$ cat src/rtl/adc_seq_pkg.sv
package adc_seq_pkg;

   typedef enum logic [1:0] {
      SEQ_OFF  = 2'd0,
      SEQ_IDLE = 2'd1,
      SEQ_RUN  = 2'd2
   } seq_state_t;

endpackage

$ cat src/rtl/adc_seq_fsm.sv
module adc_seq_fsm
   import adc_seq_pkg::*;
(
   input  logic       clk,
   input  logic       rst_n,
   input  logic       wr,
   input  logic       wr_enable,
   input  logic       wr_start,
   input  logic       sar_done,
   output seq_state_t state,
   output logic       sar_load,
   output logic       sar_abort,
   output logic       commit
);

   seq_state_t state_nxt;

   always_comb begin
      state_nxt = state;
      sar_load  = 1'b0;
      sar_abort = 1'b0;
      commit    = 1'b0;
      unique case (state)
         SEQ_OFF: begin
            // start requests are dropped here; only enable matters
            if (wr && wr_enable) state_nxt = SEQ_IDLE;
         end
         SEQ_IDLE: begin
            if (wr) begin
               if (!wr_enable) begin
                  state_nxt = SEQ_OFF;
               end else if (wr_start) begin
                  state_nxt = SEQ_RUN;
                  sar_load  = 1'b1;
               end
            end
         end
         SEQ_RUN: begin
            if (wr && !wr_enable) begin
               state_nxt = SEQ_OFF;
               sar_abort = 1'b1;
            end else if (wr && !wr_start) begin
               state_nxt = SEQ_IDLE;
               sar_abort = 1'b1;
            end else if (sar_done) begin
               state_nxt = SEQ_IDLE;
               commit    = 1'b1;
            end
         end
         default: state_nxt = SEQ_OFF;
      endcase
   end

   always_ff @(posedge clk or negedge rst_n) begin
      if (!rst_n) state <= SEQ_OFF;
      else        state <= state_nxt;
   end

endmodule

$ cat src/rtl/adc_sar_core.sv
module adc_sar_core #(
   parameter int RES_BITS   = 10,
   parameter int SAMPLE_CYC = 4
) (
   input  logic                clk,
   input  logic                rst_n,
   input  logic                load,
   input  logic                abort,
   input  logic                cmp_ge,
   output logic                in_sample,
   output logic [RES_BITS-1:0] dac_code,
   output logic                done,
   output logic [RES_BITS-1:0] final_code
);

   localparam int IDX_W = (RES_BITS > 1) ? $clog2(RES_BITS) : 1;
   localparam logic [IDX_W-1:0] TOP_IDX = IDX_W'(RES_BITS - 1);

   logic                active;
   logic [IDX_W-1:0]    bit_idx;
   logic [RES_BITS-1:0] acc;
   logic [RES_BITS-1:0] bit_mask;
   logic [RES_BITS-1:0] trial;
   logic                decide;

   generate
      if (SAMPLE_CYC > 1) begin : g_samp_cnt
         localparam int SW = $clog2(SAMPLE_CYC + 1);
         localparam logic [SW-1:0] SAMP_END = SW'(SAMPLE_CYC);
         logic [SW-1:0] samp_cnt;
         always_ff @(posedge clk or negedge rst_n) begin
            if (!rst_n)                               samp_cnt <= '0;
            else if (load)                            samp_cnt <= '0;
            else if (active && samp_cnt != SAMP_END)  samp_cnt <= samp_cnt + 1'b1;
         end
         assign in_sample = active && (samp_cnt != SAMP_END);
      end else begin : g_samp_flag
         logic samp_seen;
         always_ff @(posedge clk or negedge rst_n) begin
            if (!rst_n)      samp_seen <= 1'b0;
            else if (load)   samp_seen <= 1'b0;
            else if (active) samp_seen <= 1'b1;
         end
         assign in_sample = active && !samp_seen;
      end
   endgenerate

   assign bit_mask   = {{(RES_BITS-1){1'b0}}, 1'b1} << bit_idx;
   assign trial      = acc | bit_mask;
   assign decide     = active && !in_sample;
   assign done       = decide && (bit_idx == '0);
   assign final_code = cmp_ge ? trial : acc;
   assign dac_code   = decide ? trial : '0;

   always_ff @(posedge clk or negedge rst_n) begin
      if (!rst_n) begin
         active  <= 1'b0;
         acc     <= '0;
         bit_idx <= '0;
      end else if (load) begin
         active  <= 1'b1;
         acc     <= '0;
         bit_idx <= TOP_IDX;
      end else if (abort) begin
         active  <= 1'b0;
      end else if (decide) begin
         acc <= final_code;
         if (bit_idx == '0) active  <= 1'b0;
         else               bit_idx <= bit_idx - 1'b1;
      end
   end

endmodule

$ cat src/rtl/adc_result_store.sv
module adc_result_store #(
   parameter int RES_BITS = 10,
   parameter int CH_W     = 3
) (
   input  logic                clk,
   input  logic                rst_n,
   input  logic                wr,
   input  logic [CH_W-1:0]     wr_chan,
   input  logic                load,
   input  logic                commit,
   input  logic [RES_BITS-1:0] code_in,
   output logic [CH_W-1:0]     chan_field,
   output logic [CH_W-1:0]     conv_chan,
   output logic [RES_BITS-1:0] result,
   output logic [CH_W-1:0]     result_chan,
   output logic                eoc
);

   always_ff @(posedge clk or negedge rst_n) begin
      if (!rst_n) begin
         chan_field  <= '0;
         conv_chan   <= '0;
         result      <= '0;
         result_chan <= '0;
         eoc         <= 1'b0;
      end else begin
         eoc <= commit;
         if (wr)   chan_field <= wr_chan;
         if (load) conv_chan  <= wr_chan;
         if (commit) begin
            result      <= code_in;
            result_chan <= conv_chan;
         end
      end
   end

endmodule

$ cat src/rtl/adc_seq_ctrl.sv
module adc_seq_ctrl
   import adc_seq_pkg::*;
#(
   parameter int RES_BITS   = 10,
   parameter int CH_W       = 3,
   parameter int SAMPLE_CYC = 4
) (
   input  logic                clk,
   input  logic                rst_n,
   input  logic                cfg_wr,
   input  logic                cfg_enable,
   input  logic                cfg_start,
   input  logic [CH_W-1:0]     cfg_chan,
   output logic                stat_enable,
   output logic                stat_start,
   output logic                stat_busy,
   output logic [CH_W-1:0]     stat_chan,
   output logic                sample_hold,
   output logic [CH_W-1:0]     sample_chan,
   output logic [RES_BITS-1:0] dac_code,
   input  logic                cmp_ge,
   output logic [RES_BITS-1:0] result,
   output logic [CH_W-1:0]     result_chan,
   output logic                eoc_irq
);

   generate
      if (RES_BITS < 2 || RES_BITS > 16) begin : g_bad_res
         $error("adc_seq_ctrl: RES_BITS must be in 2..16");
      end
      if (CH_W < 1 || CH_W > 8) begin : g_bad_ch
         $error("adc_seq_ctrl: CH_W must be in 1..8");
      end
      if (SAMPLE_CYC < 1 || SAMPLE_CYC > 255) begin : g_bad_samp
         $error("adc_seq_ctrl: SAMPLE_CYC must be in 1..255");
      end
   endgenerate

   seq_state_t          state;
   logic                sar_load;
   logic                sar_abort;
   logic                sar_done;
   logic                commit;
   logic [RES_BITS-1:0] final_code;

   adc_seq_fsm u_fsm (
      .clk       (clk),
      .rst_n     (rst_n),
      .wr        (cfg_wr),
      .wr_enable (cfg_enable),
      .wr_start  (cfg_start),
      .sar_done  (sar_done),
      .state     (state),
      .sar_load  (sar_load),
      .sar_abort (sar_abort),
      .commit    (commit)
   );

   adc_sar_core #(
      .RES_BITS   (RES_BITS),
      .SAMPLE_CYC (SAMPLE_CYC)
   ) u_sar (
      .clk        (clk),
      .rst_n      (rst_n),
      .load       (sar_load),
      .abort      (sar_abort),
      .cmp_ge     (cmp_ge),
      .in_sample  (sample_hold),
      .dac_code   (dac_code),
      .done       (sar_done),
      .final_code (final_code)
   );

   adc_result_store #(
      .RES_BITS (RES_BITS),
      .CH_W     (CH_W)
   ) u_store (
      .clk         (clk),
      .rst_n       (rst_n),
      .wr          (cfg_wr),
      .wr_chan     (cfg_chan),
      .load        (sar_load),
      .commit      (commit),
      .code_in     (final_code),
      .chan_field  (stat_chan),
      .conv_chan   (sample_chan),
      .result      (result),
      .result_chan (result_chan),
      .eoc         (eoc_irq)
   );

   assign stat_enable = (state != SEQ_OFF);
   assign stat_start  = (state == SEQ_RUN);
   assign stat_busy   = (state == SEQ_RUN);

endmodule

$ cat config.mk
export PLATFORM = sky130hd
export DESIGN_NAME = adc_seq_ctrl
export DESIGN_NICKNAME = d
export VERILOG_FILES = /design/src/rtl/adc_seq_pkg.sv /design/src/rtl/adc_seq_fsm.sv /design/src/rtl/adc_sar_core.sv /design/src/rtl/adc_result_store.sv /design/src/rtl/adc_seq_ctrl.sv
export SDC_FILE = /design/constraint.sdc
export NUM_CORES = 1
export LEC_CHECK = 0
export BUFFER_PORTS_ARGS = -buffer_cell sky130_fd_sc_hd__buf_4
export CORE_MARGIN = 1.5
export CORE_UTILIZATION = 40
export CTS_CLUSTER_DIAMETER = 40
export DETAILED_ROUTE_END_ITERATION = 8
export GPL_ROUTABILITY_DRIVEN = 0
export GPL_TIMING_DRIVEN = 0
export PLACE_DENSITY = 0.59
export SYNTH_ARGS = -nofsm -noshare
export SYNTH_HDL_FRONTEND = slang
export SYNTH_SLANG_ARGS = --single-unit
$ cat constraint.sdc
create_clock -name clk -period 2 [get_ports clk]
set_input_delay 0 -clock clk [delete_from_list [all_inputs] [get_ports clk]]
set_output_delay 0 -clock clk [all_outputs]
set_load 0.005 [all_outputs]
==> impl_metrics.yaml, run 1 <==
critical_path:
  worst_setup_path_start_kind: "register"
  cp-end-kind: "register"
  cp_data_required_time_ns: 2.18
  r2r-start: "u_sar.bit_idx[0]"
  worst-path-max-fanout: 6
  crit_path_start: "u_sar.bit_idx[0]"
  worstSetupPathType: "register to register"
  crit_arrival_ns: 2.06
clock_network:
  root_buffer: "clkbuf_8"
  clock_sinks: 40
  htreeDepth: 2
  cts_buffers: 5
  cts_tree: "yes"
  clk_latency_ns: 0.29
  cts_resized: 0
  clkTransAtPathRegs_ns: 0.08
  clk_path_buf_depth: 2
global_route:
  grt_pass1_wl_um: 7390
  grt_start_max_net_pins: 41
  grt_usage: 0.184
  grt_pass1_vias: 1572
  antenna_found_initial: 0
  grt_overflow: 0
finish:
  area_growth_pct: 27.6
  fin_nets: 260
  drive_above_1_share: 0.316
  antennaDiodeCount: 0
  utilization: 0.535
  finalNonFillerCells: 311
logic_synthesis:
  synthTopCellsByCount: "dfrtp_1 (40), nor2_1 (34), a21oi_1 (26)"
  synth_most_common_cell: "dfrtp_1"
  synth_area_leaders: "dfrtp_1 (50%), a21oi_1 (6.5%), nor2_1 (6.4%)"
  synth_area_um2: 1990
  synth_top_area_share: 0.502
  ys_seq_area_frac: 0.502
  syn_area_per_cell_um2: 10.6
  synthDistinctLibCells: 40
  syn_nets: 204
  synthFlopType: "dfrtp_1"
  ys_seq_elements: 40
  ys.warnings.count: 0
  yosysTopAreaCell: "dfrtp_1"
  synthArstFlopShare: 1.00
  synth_enable_flop_cells: 0
  syn_inst: 188
drt:
  wl_um: 4380
  wire_per_inst_um: 14.1
  drtIter0Drc: 72
  vias: 1573
  first_pass_iters: 6
  ant_nets: 0
  drc_errors: 0
  vias_per_cell: 5.06
job:
  cap_violations: 0
power_and_ir_drop:
  ir_drop_mv: 0.495
  power_density_nw_per_um2: 1080
  netSwitchingPower_w: 0.000984
  cellLeakagePower_nw: 1.20
  seqPwrFrac: 0.422
  internal_power_w: 0.00175
  clockPowerShare: 0.185
  pwr-share-comb: 0.393
  p_sw_frac: 0.360
place:
  placed_cells: 296
  port_buffers: 41
  hpwl_um: 2980
  post-place-ws_ns: -0.0696
floorplanning:
  dieWidth_um: 73.6
  fp-row-count: 25
  core_um2: 4750
  start_util: 0.419
  die_h_um: 73.6
  floorplan.die_area_um2: 5420
  io_pins: 43
worst_hold_path:
  hold_class: "input pin to register"
  hold_start: "cfg_start"
sta:
  tightest_slew_ns: 0.612
  period_share: 0.942
  final_hold_viol_count: 0
  fin_crit_ns: 1.88
  setup_viol: 0
  slew_violations: 0
  max_freq_ghz: 0.531
  rsz0062_at_grt: "false"
  skew_ns: 0.00589
  setup_ws_ns: 0.116
  slew_headroom: 0.590
run_status:
  status: "finished, final reports clean"
area by class of cell:
type,count,area [um2]
Tap cell,67,83.8
Fill cell,460,2210
Timing Repair Buffer,49,385
Inverter,6,22.5
Clock buffer,5,68.8
Multi-Input combinational cell,131,863
Buffer,11,106
Clock inverter,2,12.5
Sequential cell,40,1000
worst paths after layout:
check,to,slack (ns),cells past startpoint
max in group asynchronous,u_sar.acc[6],1.42,2
max,u_store.result_chan[1],0.12,6
min,u_fsm.state[0],0.03,3
min in group asynchronous,u_sar.acc[3],0.22,2
min reg2reg,u_store.result_chan[2],0.52,1
max reg2reg,u_store.result_chan[1],0.12,6
per-layer routing:
| metal | track usage | wire (um) | vias to the layer above |
|---|---|---|---|
| met3 | 0.0576 | 243 | 2 |
| li1 | - | - | 767 |
| met2 | 0.290 | 2050 | 45 |
| met1 | 0.245 | 2070 | 759 |
| met4 | 0.0494 | 23 | 0 |
| met5 | 0 | 0 | - |
through the flow:
stage / hold slack [ns] / instance area (um2) / power, W / TNS, ns
floorplan: -0.296 / 1990 / 0.00185 / 0
global placement: 0.0152 / 2380 / 0.00221 / -0.145
detailed placement: 0.0123 / 2380 / 0.00222 / -0.200
CTS: 0.0236 / 2540 / 0.00276 / 0
global route: 0.0267 / 2540 / 0.00297 / 0
finish: 0.0304 / 2540 / 0.00274 / 0
cell families after synthesis:
logic type | count (synthesis) | synth area share
AOI/OAI and AO/OA | 54 | 0.181
xor gates and xnor gates | 2 | 0.00879
adders and majority gates | 7 | 0.0439
buffers and inverters | 17 | 0.0647
DFF | 40 | 0.502
muxes | 9 | 0.0508
and+or+nand+nor | 59 | 0.148
layout by cell type (no fill, tap or decap), drive strengths merged, types with 2 or more instances in the layout:
cell type	synthesis	layout
buf	9	51
dfrtp	40	40
nor2	34	34
a21oi	28	28
mux2	9	9
o2bb2ai	9	9
nand2	7	7
ha	7	7
dlygate4sd3	0	7
clkbuf	2	7
inv	6	6
a31oi	4	4
o21ai	4	4
nor2b	3	3
and3	2	2
a31o	2	2
a32o	2	2
nor3b	2	2
a21boi	2	2
and2	2	2
or2b	2	2
flip-flops by register name, indices dropped and copies added (netlist names):
signal	cells
u_store.result	10
u_sar.g_samp_cnt.samp_cnt	3
u_store.chan_field	3
u_sar.bit_idx	4
u_fsm.state	2
u_sar.active	1
u_store.eoc	1
u_sar.acc	10
u_store.result_chan	3
u_store.conv_chan	3
power by group through the flow:
stage	clock network (W)	registers, W	logic, W
finish	0.000507	0.00115	0.00108
global route	0.000571	0.00118	0.00122
floorplan	0	0.00114	0.000714
global placement	0	0.00116	0.00104
detailed placement	0	0.00117	0.00105
CTS	0.000526	0.00115	0.00108
critical path: stages (launching register included):
cell,delay (ns)
dfrtp_1,0.45
inv_1,0.14
ha_1,0.25
nor3b_4,0.23
and4b_1,0.23
buf_6,0.14
mux2_2,0.33
what timing repair did:
action | 4_1_cts | 5_1_grt
hold endpoints to repair | 46 | 0
setup buffers | 1 | 0
hold buffers | 7 | 0
endpoints found under the setup margin | 10 | 0
Power figures use the tool's default switching activity.
==> run 2, diff against run 1 <==
- BUFFER_PORTS_ARGS: -buffer_cell sky130_fd_sc_hd__buf_4 -> -buffer_cell sky130_fd_sc_hd__clkbuf_2
- CAP_MARGIN: default -> 20
- CORE_MARGIN: 1.5 -> 2
==> impl_metrics.yaml, run 2 (synthesized netlist as in run 1, its figures left out) <==
run_status:
  status: "finished, final reports clean"
place:
  hpwl_um: 2960
  placed_cells: 296
  port_buffers: 41
sta:
  max_freq_ghz: 0.541
  fin_crit_ns: 1.85
  slew_headroom: 0.596
  tightest_slew_ns: 0.602
  skew_ns: 0.00537
  setup_tns_ns: 0
  final_hold_viol_count: 0
  rsz0062_at_grt: "false"
  slew_violations: 0
  period_share: 0.924
  setup_viol: 0
drt:
  dr.max_layer_used: "met4"
  first_pass_iters: 4
  vias_per_cell: 5.02
  met2_wirelength_um: 1850
  wl_um: 4210
  vias: 1571
  met1Wirelength_um: 2060
  wire_per_inst_um: 13.4
  drc_errors: 0
  drtIter0Drc: 67
  ant_nets: 0
  route.met3.wl_um: 244
floorplanning:
  die_h_um: 74.6
  io_pins: 43
  fp-row-count: 25
  dieWidth_um: 74.6
  floorplan.die_area_um2: 5560
  start_util: 0.419
  core_um2: 4750
power_and_ir_drop:
  power.total_w: 0.00286
  cellLeakagePower_nw: 1.20
  ir_drop_mv: 0.456
  power_density_nw_per_um2: 1140
worst_hold_path:
  min_to: "u_fsm.state[0]"
  hold_start: "cfg_start"
  worstHoldPathCells: 3
  hold_class: "input pin to register"
finish:
  fin_nets: 261
  area_growth_pct: 25.5
  top_regs: "u_sar.acc: 10 flops, u_store.result: 10 flops, u_sar.bit_idx: 4 flops"
  final_cell_mix: "clkbuf_2 (41), dfrtp_1 (40), nor2_1 (34)"
  finalNonFillerCells: 313
  antennaDiodeCount: 0
  layout_commonest_cell: "clkbuf_2"
  drive_above_1_share: 0.321
global_route:
  grt_start_max_net_pins: 41
  grt_usage: 0.166
  grt_pass1_wl_um: 6920
  grt_overflow: 0
  antenna_found_initial: 0
  grt_pass1_vias: 1441
clock_network:
  clkTransAtPathRegs_ns: 0.08
  clock_sinks: 40
  clk_path_buf_depth: 2
  clk_latency_ns: 0.29
  cts_resized: 0
  root_buffer: "clkbuf_8"
  htreeDepth: 2
  cts_buffers: 5
  cts_tree: "yes"
critical_path:
  crit_arrival_ns: 2.03
  r2r-start: "u_sar.bit_idx[0]"
  cp_data_required_time_ns: 2.18
  cp_cell_sequence: "inv_1, ha_1, nor3b_4, and4b_1, buf_6, mux2_2"
  cp-end-kind: "register"
  worst_setup_path_start_kind: "register"
  critical_path_buf_inv_count: 2
  ff2ff_path_depth: 6
  reg2reg_to: "u_store.result_chan[0]"
  worstSetupPathType: "register to register"
  worst-path-max-fanout: 6
  crit_family: "flip-flops"
  cp_slowest_cell: "dfrtp_1"
  max_stage_delay_ns: 0.45
  ff2ff_setup_slack_ns: 0.15
job:
  cap_violations: 0
run 2: cell count changes in the layout (fill, tap and decap cells not counted):
cell / previous run / this run
clkinvlp_4: 1 / 0
clkinv_2: 1 / 0
clkbuf_2: 0 / 41
buf_12: 1 / 2
bufinv_16: 0 / 1
clkinv_4: 0 / 1
buf_4: 45 / 4
clkbuf_8: 5 / 6
run 2: metrics by stage:
step                utilization  area, um2  hold slack (ns)  setup slack, ns
floorplan                     -       1990           -0.296            0.183
global placement          0.480       2280            0.225          -0.0548
detailed placement        0.480       2280            0.218          -0.0309
CTS                       0.522       2480           0.0499            0.138
global route              0.526       2500           0.0814           0.0218
finish                    0.526       2500           0.0612            0.152
run 2: cell type report:
type / instances / area [um2]
clock buffers: 6 / 82.6
multi-input cells: 131 / 863
clock inverters: 2 / 38.8
inverters: 6 / 22.5
repair buffers: 50 / 303
plain buffers: 11 / 106
well taps: 67 / 83.8
flip-flops and latches: 40 / 1000
fillers: 464 / 2250
run 2: worst max-delay path by stage:
stage                           from                endpoint  slack, ns  cells after the start
floorplan           u_sar.bit_idx[0]  u_store.result_chan[0]       0.18                      6
global placement    u_sar.bit_idx[0]  u_store.result_chan[0]      -0.05                      6
global route        u_sar.bit_idx[0]  u_store.result_chan[2]       0.02                      6
CTS                 u_sar.bit_idx[0]  u_store.result_chan[0]       0.14                      6
finish              u_sar.bit_idx[0]  u_store.result_chan[0]       0.15                      6
detailed placement  u_sar.bit_idx[0]  u_store.result_chan[0]      -0.03                      6
run 2: tightest hold or removal path, cell delays in order:
cell	delay [ns]
clkbuf_2	0.13
or2b_1	0.10
a31oi_1	0.07
run 2: report_power, final:
part,total [W],switching [W],internal [W]
clock,0.000687,0.000279,0.000408
combinational,0.00103,0.000557,0.000469
sequential,0.00115,0.000149,0.000999
total,0.00286,0.000985,0.00188
run 2: layer usage:
layer / track usage / up-vias
met5: 0 / -
met2: 0.244 / 46
met1: 0.236 / 745
met4: 0.0536 / 0
met3: 0.0488 / 6
li1: - / 774
run 2: what timing repair did:
action	CTS	global route
endpoints found under the setup margin	3	0
buffers inserted	1	0
endpoints found under the hold margin	46	0
hold buffers	7	0
==> run 3, diff against run 2 <==
- CELL_PAD_IN_SITES_DETAIL_PLACEMENT: default -> 1
- CELL_PAD_IN_SITES_GLOBAL_PLACEMENT: default -> 2
- CORE_UTILIZATION: 40 -> 34
- PLACE_DENSITY: 0.59 -> 0.76
==> impl_metrics.yaml, run 3 (synthesized netlist as in run 1, its figures left out) <==
run_status:
  status: "finished, final reports clean"
floorplanning:
  fp-row-count: 27
  core_um2: 5570
  die_h_um: 80.6
  floorplan.die_area_um2: 6490
  io_pins: 43
  dieWidth_um: 80.6
  start_util: 0.358
sta:
  slew_headroom: 0.571
  max_freq_ghz: 0.533
  fin_crit_ns: 1.88
  rsz0062_at_grt: "false"
  period_share: 0.938
  skew_ns: 0.00983
  setup_viol: 0
  slew_violations: 0
  hold_slack_ns: 0.0642
  final_hold_viol_count: 0
  tightest_slew_ns: 0.640
global_route:
  grt.met2_usage: 0.249
  grt_pass1_wl_um: 8160
  busiest_layer: "met2"
  grt_overflow: 0
  grt_pass1_vias: 1614
  antenna_found_initial: 0
  grt.met1_usage: 0.227
  grt_start_max_net_pins: 41
  grt_util_met3: 0.0483
  grt_usage: 0.165
power_and_ir_drop:
  internal_power_w: 0.00188
  cellLeakagePower_nw: 1.19
  ir_drop_mv: 0.581
  clockPowerShare: 0.245
  p_sw_frac: 0.352
  netSwitchingPower_w: 0.00102
  power_density_nw_per_um2: 1160
  pwr-share-comb: 0.356
  seqPwrFrac: 0.399
critical_path:
  crit_family: "flip-flops"
  cp_slowest_cell: "dfrtp_1"
  worst-path-max-fanout: 6
  ff2ff_path_depth: 6
  critical_path_buf_inv_count: 2
  ff2ff_setup_slack_ns: 0.12
  cp-end-kind: "register"
  worstSetupPathType: "register to register"
  cp_cell_sequence: "inv_1, ha_2, nor3b_4, and4b_1, buf_6, mux2_2"
  crit_arrival_ns: 2.05
  r2r-start: "u_sar.bit_idx[0]"
  max_stage_delay_ns: 0.47
  worst_setup_path_start_kind: "register"
  cp_data_required_time_ns: 2.18
  reg2reg_to: "u_store.result_chan[1]"
worst_hold_path:
  hold_start: "cfg_start"
  worstHoldPathCells: 3
  min_to: "u_fsm.state[0]"
  hold_class: "input pin to register"
drt:
  drtIter0Drc: 44
  ant_nets: 0
  first_pass_iters: 4
  drc_errors: 0
  vias: 1583
  wire_per_inst_um: 15.2
  wl_um: 4810
  vias_per_cell: 5.01
place:
  dpl_cell_area_um2: 2290
  port_buffers: 41
  hpwl_um: 3440
clock_network:
  clock_sinks: 40
  clk_latency_ns: 0.30
  clkTransAtPathRegs_ns: 0.08
  cts_tree: "yes"
  htreeDepth: 2
  cts_buffers: 5
  root_buffer: "clkbuf_8"
  clk_path_buf_depth: 2
finish:
  area_growth_pct: 25.3
  top_regs: "u_sar.acc: 10 flops, u_store.result: 10 flops, u_sar.bit_idx: 4 flops"
  fin_nets: 259
  drive_above_1_share: 0.328
  antennaDiodeCount: 0
  fillers: 651
  final_cell_area_um2: 2500
  final_cell_mix: "clkbuf_2 (41), dfrtp_1 (40), nor2_1 (34)"
  layout_commonest_cell: "clkbuf_2"
job:
  cap_violations: 0
## run 3: worst register-to-register path, stage by stage (launching register included)
cell and delay (ns):
dfrtp_1 0.47, inv_1 0.14, ha_2 0.23, nor3b_4 0.20
and4b_1 0.24, buf_6 0.14, mux2_2 0.34
## run 3: area by class of cell
type | instances | area [um2] | share of cell area
buffer | 11 | 106 | 0.0426
clock buffer | 6 | 82.6 | 0.0331
inverter | 6 | 22.5 | 0.00902
tap | 72 | 90.1 | 0.0361
sequential | 40 | 1000 | 0.401
clock inverter | 2 | 38.8 | 0.0155
multi-input combinational | 131 | 866 | 0.347
timing repair buffer | 48 | 290 | 0.116
## run 3: worst max path at each step
stage	slack (ns)	start	to	cells after the start
after floorplan	0.18	u_sar.bit_idx[0]	u_store.result_chan[0]	6
after global placement	-0.1	u_sar.bit_idx[0]	u_store.result_chan[2]	6
after detailed placement	-0.11	u_sar.bit_idx[0]	u_store.result_chan[1]	6
after CTS	0.07	u_sar.bit_idx[0]	u_store.result_chan[1]	6
after global routing	0.002	u_sar.g_samp_cnt.samp_cnt[0]	u_store.result_chan[1]	7
final	0.12	u_sar.bit_idx[0]	u_store.result_chan[1]	6
## run 3: metal layers
layer	part of all wire	vias to the layer above
met5	0	-
met4	0.015	0
met3	0.056	8
met2	0.44	44
met1	0.48	768
li1	-	763
## run 3: power by group through the flow
stage	registers, W	logic (W)	clock network, W
CTS	0.00116	0.00105	0.000731
detailed placement	0.00117	0.00102	0
floorplan	0.00114	0.000714	0
finish	0.00115	0.00103	0.000709
global route	0.00119	0.00119	0.000759
global placement	0.00116	0.00101	0
## run 3: per-stage QoR
step	std cells	worst slack, ns	util	setup TNS (ns)	total power, W
2_1_floorplan	188	0.183	-	0	0.00185
3_3_place_gp	301	-0.0975	0.411	-0.563	0.00218
3_5_place_dp	301	-0.114	0.411	-0.618	0.00219
4_1_cts	315	0.0669	0.443	0	0.00293
5_1_grt	316	0.00244	0.448	0	0.00314
6_report	316	0.125	0.448	0	0.00289
## run 3: timing repair
| item | CTS | global route |
|---|---|---|
| endpoints found under the setup margin | 13 | 4 |
| buffers inserted | 1 | 0 |
| hold endpoints to repair | 46 | 0 |
| gates resized for setup | 0 | 1 |
| hold buffers | 5 | 0 |
